**src/rtl/codec_regif.sv**
```systemverilog
module codec_regif #(
  parameter int DW       = 16,
  parameter int AW       = 2,
  parameter int CTL_ADDR = 0,
  parameter int STS_ADDR = 1,
  parameter int DAT_ADDR = 2
) (
  input  logic          clk,
  input  logic          rst_n,
  input  logic          cs,
  input  logic          rd,
  input  logic          wr,
  input  logic [AW-1:0] addr,
  input  logic [DW-1:0] wdata,
  output logic [DW-1:0] rdata,
  input  logic          adc_valid,
  input  logic [DW-1:0] adc_data,
  input  logic          dac_take,
  output logic [DW-1:0] dac_data,
  output logic          irq,
  output logic          ctl_en,
  output logic          ctl_insel,
  output logic [1:0]    ctl_gain,
  output logic          ctl_mute,
  output logic [1:0]    ctl_rate,
  output logic [3:0]    ctl_vol
);
  localparam logic [15:0] CTL_MASK = 16'hFF0F;
  localparam int          PADW     = DW - 4;

  logic [15:0]   ctl_q;
  logic [DW-1:0] rx_q, tx_q;
  logic rdf, tde, rovr, tund, ovr_arm, und_arm;

  wire bus_wr = cs & wr;
  wire bus_rd = cs & rd & ~wr;
  wire wr_ctl = bus_wr & (addr == AW'(CTL_ADDR));
  wire wr_tx  = bus_wr & (addr == AW'(DAT_ADDR));
  wire rd_sts = bus_rd & (addr == AW'(STS_ADDR));
  wire rd_rx  = bus_rd & (addr == AW'(DAT_ADDR));
  wire rd_ctl = bus_rd & (addr == AW'(CTL_ADDR));

  wire ctl_ie = ctl_q[15];
  assign ctl_en    = ctl_q[14];
  assign ctl_insel = ctl_q[13];
  assign ctl_gain  = ctl_q[12:11];
  assign ctl_mute  = ctl_q[10];
  assign ctl_rate  = ctl_q[9:8];
  assign ctl_vol   = ctl_q[3:0];

  always_ff @(posedge clk or negedge rst_n) begin
    if (!rst_n) begin
      ctl_q <= '0;
      rx_q  <= '0;
      tx_q  <= '0;
    end else begin
      if (wr_ctl)    ctl_q <= wdata[15:0] & CTL_MASK;
      if (adc_valid) rx_q  <= adc_data;
      if (wr_tx)     tx_q  <= wdata;
    end
  end

  always_ff @(posedge clk or negedge rst_n) begin
    if (!rst_n) begin
      rdf <= 1'b0; tde <= 1'b1; rovr <= 1'b0; tund <= 1'b0;
      ovr_arm <= 1'b0; und_arm <= 1'b0;
    end else if (!ctl_en) begin
      rdf <= 1'b0; tde <= 1'b1; rovr <= 1'b0; tund <= 1'b0;
      ovr_arm <= 1'b0; und_arm <= 1'b0;
    end else begin
      rdf <= adc_valid | (rdf & ~rd_rx);
      tde <= ~wr_tx & (dac_take | tde);

      if (adc_valid & rdf & ~rd_rx) rovr <= 1'b1;
      else if (rd_rx & ovr_arm)     rovr <= 1'b0;
      if (rd_sts)     ovr_arm <= rovr;
      else if (rd_rx) ovr_arm <= 1'b0;

      if (dac_take & tde)       tund <= 1'b1;
      else if (wr_tx & und_arm) tund <= 1'b0;
      if (rd_sts)     und_arm <= tund;
      else if (wr_tx) und_arm <= 1'b0;
    end
  end

  always_comb begin
    rdata = '0;
    if (rd_ctl)      rdata[15:0] = ctl_q;
    else if (rd_sts) rdata = {{PADW{1'b0}}, rdf, tde, rovr, tund};
    else if (rd_rx)  rdata = rx_q;
  end

  assign dac_data = tx_q;
  assign irq      = ctl_ie & ctl_en & (rdf | tde);

  p_rdf_set_r2: assert property (@(posedge clk) disable iff (!rst_n)
    adc_valid && ctl_en && !wr_ctl |=> rdf);
  p_rdf_clr_r3: assert property (@(posedge clk) disable iff (!rst_n)
    rd_rx && !adc_valid |=> !rdf);
  p_tde_clr_r6: assert property (@(posedge clk) disable iff (!rst_n)
    wr_tx && ctl_en && !wr_ctl |=> !tde);
  p_ovr_set_r7: assert property (@(posedge clk) disable iff (!rst_n)
    adc_valid && rdf && !rd_rx && ctl_en && !wr_ctl |=> rovr);
  p_und_set_r8: assert property (@(posedge clk) disable iff (!rst_n)
    dac_take && tde && ctl_en && !wr_ctl |=> tund);
  p_dac_hold_r8: assert property (@(posedge clk) disable iff (!rst_n)
    !wr_tx |=> $stable(dac_data));
  p_sts_rsv_r5: assert property (@(posedge clk) disable iff (!rst_n)
    rd_sts |-> rdata[DW-1:4] == '0);
  p_irq_src_r9: assert property (@(posedge clk) disable iff (!rst_n)
    irq |-> ctl_en);
  p_dis_hold_r10: assert property (@(posedge clk) disable iff (!rst_n)
    !ctl_en |=> (!rdf && tde && !rovr && !tund));
endmodule

```
**config.mk**
```make
export PLATFORM = sky130hd
export DESIGN_NAME = codec_regif
export DESIGN_NICKNAME = d
export VERILOG_FILES = /design/src/rtl/codec_regif.sv
export SDC_FILE = /design/constraint.sdc
export NUM_CORES = 1
export LEC_CHECK = 0
export ABC_AREA = 1
export CAP_MARGIN = 20
export CORE_ASPECT_RATIO = 1.5
export CORE_UTILIZATION = 47
export DETAILED_ROUTE_END_ITERATION = 6
export PLACE_DENSITY = 0.93
export SETUP_SLACK_MARGIN = 0.2
export SYNTH_ARGS = -nofsm -noshare
export SYNTH_HDL_FRONTEND = slang
export SYNTH_SLANG_ARGS = --single-unit
```
**constraint.sdc**
```tcl
create_clock -name clk -period 1.5 [get_ports clk]
set_input_delay 0.15 -clock clk [delete_from_list [all_inputs] [get_ports clk]]
set_output_delay 0.15 -clock clk [all_outputs]
set_load 0.01 [all_outputs]
```
==> results list, run 1 <==
* TritonCTS clock tree: built
* Average detailed-routed wire length per instance: 14.65 µm
* Reg2Reg Launch Point: tde
- On the worst path, the slowest cell contributes a delay of 0.57 ns.
* Synthesized area: 2243 µm²
* Footprint of the multi-input gates: 795.8 µm²
* Ordered list of cells on the worst path: nand3_2 > o211ai_1 > buf_2
- Highest-delay cell along the critical path: sky130_fd_sc_hd__dfstp_2
- Clock group share of total power: 23.3%
* Post-detailed-route DRC marker count: 0
- Registers are responsible for 51.1% of the overall power.
* Adder-cell share of the synthesized area: 0%
- The die is 58.41 µm wide.
* Via count of the first global-routing pass: 2,025
- IR analysis of the VDD net gives a maximum drop of 0.8871 mV.
- The die covers 5059 µm².
- Setup repair after global routing could not meet its margin everywhere.
* Post-CTS clock slew at the launch and capture registers of the worst setup and hold paths: 0.09 ns
- STA classifies the critical path startpoint as a flop.
- The portion of synthesized area spent on multiplexers is 0%.
- Final Instance Area: 3371 µm²
* Synth Area in XOR/XNOR: 0%
* Startpoint-to-endpoint class of the critical path: flop to output pin
- Maximum buffer depth of the clock tree: 2
- Main combinational cell family by area after synthesis: simple AND/OR/NAND/NOR gates
* Footprint of the flip-flops and latches: 1252 µm²
- After Yosys synthesis, and, or, nand and nor cells account for 18.74% of the synthesized area.
- Syn-to-layout area delta: 50.25%
* Classification of the worst-slack hold path: input port to flop
- Endpoint class of the critical path: output pin
* Compound-cell area share of the yosys netlist: 14.22%
- Yosys printed 0 warnings.
- Critical path data required time: 1.35 ns
- CP arrival: 1.21 ns
* Number of rows in the core area: 30
- Synthesized instance count: 258
* Sequential area share after synthesis: 55.83%
- Effective utilization at floorplan: 49.39%
* Vias per Instance: 5.078
* Switching power: 0.9478 mW
- Tracing the worst setup path back leads to its startpoint at tde.
- Once detail routing completed, the nets flagged for antenna violations numbered 0.
* Status: finished, final reports clean
* Net count of the mapped netlist: 299
* Number of vias in the routed layout: 2,153
- The internal power of the cells totals 2.284 mW.
- For this run, the top clock speed supported by timing is 736.6 MHz.
- Pin count of the biggest net entering global routing: 35
- Setup slack on the critical path of the routed design comes to 0.1423 ns.
- The tree is rooted in a sky130_fd_sc_hd__clkbuf_8.
* Final hold violations: 0
* Number of sinks on the clock net: 50
- Tcrit/Tclk final: 90.51%
- Post-layout instance count excluding filler cells: 424
- Summed over all cells, the static leakage comes to 1.751 nW.
- Of the cells placed in the final design, the portion with a size suffix greater than 1 is 20.00%.
- Number of I/O port buffers: 84
- Antenna violations before repair: 0
- Clock tree synthesis inserted a total of 5 buffers.
* Hold path startpoint: addr[1]
- In this run, the combinational gates consume 25.6% of the power.
* Initial DRC count: 159
* Number of max-cap violations: 0
* Dpl ws: -0.6219 ns
- Tightest hold margin: 0.2727 ns
* Number of placed I/O pins: 85
* Final Max Slew Viols: 0
- In the layout the commonest cells are sky130_fd_sc_hd__nand2_1 (63), sky130_fd_sc_hd__dfrtp_1 (49), sky130_fd_sc_hd__clkdlybuf4s50_1 (34).
- Count of distinct cell types in the synthesized netlist: 25
* Time the final worst path needs with I/O delays and setup: 1.358 ns
- Hpwl dp: 3987 µm
* Total Routing Usage GR: 24.92%
- Cell count after placement: 399
* Final weighted congestion of routability-driven global placement: 0.8735
- Area post-placement: 3179 µm²
- Remaining max-slew budget at the tightest pin: 71.12%
* Layout filler cell count: 344
- Worst skew pair latency: 0.29 ns
- Layout Nets: 400
- Transition time at the pin with the least slew margin: 0.4332 ns
- Chip Height: 86.62 µm
- In this run switching power makes up 29.32% of total power.
- Along the worst path, the maximum fanout reaches 3.
- The number of antenna diodes in the final layout is 0.
- In this run the standard cell core region covers 4542 µm².
* H-tree depth: 2
* Post-route clock skew: 0.003647 ns
- Most common library cell in the layout ignoring fill and taps: sky130_fd_sc_hd__nand2_1
- Counting flops and latches in the post-synthesis netlist gives 50.
- First-pass GRT wire length: 9522 µm
* Final Setup Violations: 0
- The final layout contains routed wiring with a total length of 6211 µm.
* Total congestion overflow after global routing: 0
- Power per cell area: 958.9 nW/µm²
* Syn avg cell area: 8.695 µm²
* Number of optimization iterations in the first detailed-route pass: 6
[stage by stage]
| step | total power, mW | util (%) | setup TNS (ns) |
|---|---|---|---|
| 2_1_floorplan | 2.023 | - | 0 |
| 3_3_place_gp | 2.500 | 70.00 | -7.995 |
| 3_5_place_dp | 2.522 | 70.00 | -8.855 |
| 4_1_cts | 3.207 | 72.81 | 0 |
| 5_1_grt | 3.424 | 74.21 | 0 |
| 6_report | 3.232 | 74.21 | 0 |
[cell type report]
type / instances / area share (%)
repair buffers: 112 / 30.40
well taps: 64 / 2.376
clock buffers: 6 / 2.153
inverters: 35 / 3.898
clock inverters: 2 / 0.4083
flip-flops and latches: 50 / 37.16
multi-input cells: 155 / 23.61
[flip-flops by register name (all words and copies together) (netlist names)]
register  flops
tde           1
ctl_q        12
dac_data     16
rovr          1
tund          1
rdf           1
ovr_arm       1
rx_q         16
und_arm       1
[cells in the mapped netlist, drive strengths merged]
cell type	count	area share, %
dfstp	1	1.2
nand2	66	11
buf	15	4.6
dfrtp	49	55
a21oi	4	0.89
nor3	1	0.22
nand4	2	0.56
inv	35	5.9
nor2	10	2.5
o211ai	4	2.0
o21ai	47	10
o22ai	2	0.84
clkbuf	4	0.72
nand3	18	4.0
[worst paths after layout]
path,depth (start not counted),slack (ns),endpoint
worst max-delay path,3,0.14,rdata[2]
max in group asynchronous,3,0.59,ctl_q[1]
min in group asynchronous,2,0.32,dac_data[4]
worst min register to register,2,0.48,dac_data[7]
worst max register to register,4,0.51,tund
worst min-delay path,4,0.27,und_arm
[worst max-delay path, delay by kind of cell, from the launching register on]
kind | cells | cell delay, ns
AOI/OAI and AO/OA | 1 | 0.10
buffers and inverters | 1 | 0.17
DFF | 1 | 0.57
and+or+nand+nor | 1 | 0.07
[layer usage]
layer  wire, µm  GRT usage [%]  vias to the layer above
li1           -              -                     1023
met2       3297          42.95                      105
met1       2382          29.11                     1002
met5          0              0                        -
met3        323          5.373                       23
met4        208          11.69                        0
[repair_timing]
action / 4_1_cts / 5_1_grt
setup buffers: 11 / 3
hold endpoints to repair: 16 / 0
hold buffers: 1 / 0
resized for setup: 118 / 13
setup endpoints to repair: 45 / 11
cloned: 2 / 0
pin swaps: 6 / 7
[logic make-up after synthesis]
kind of cell | count (synthesis)
DFF | 50
buffers and inverters | 54
and+or+nand+nor | 97
AOI/OAI and AO/OA | 57
[power groups by stage]
stage | combinational [mW] | sequential [mW] | clock, mW
3_5_place_dp | 0.842 | 1.68 | 0
5_1_grt | 0.903 | 1.67 | 0.852
6_report | 0.828 | 1.65 | 0.754
2_1_floorplan | 0.318 | 1.70 | 0
3_3_place_gp | 0.822 | 1.68 | 0
4_1_cts | 0.791 | 1.65 | 0.769
Power figures use the tool's default switching activity.
==> run 2, diff against run 1 <==
- CTS_CLUSTER_DIAMETER: default -> 40
==> results of run 2 <==
No change in the layout: final DEF, timing and power equal those of run 1.
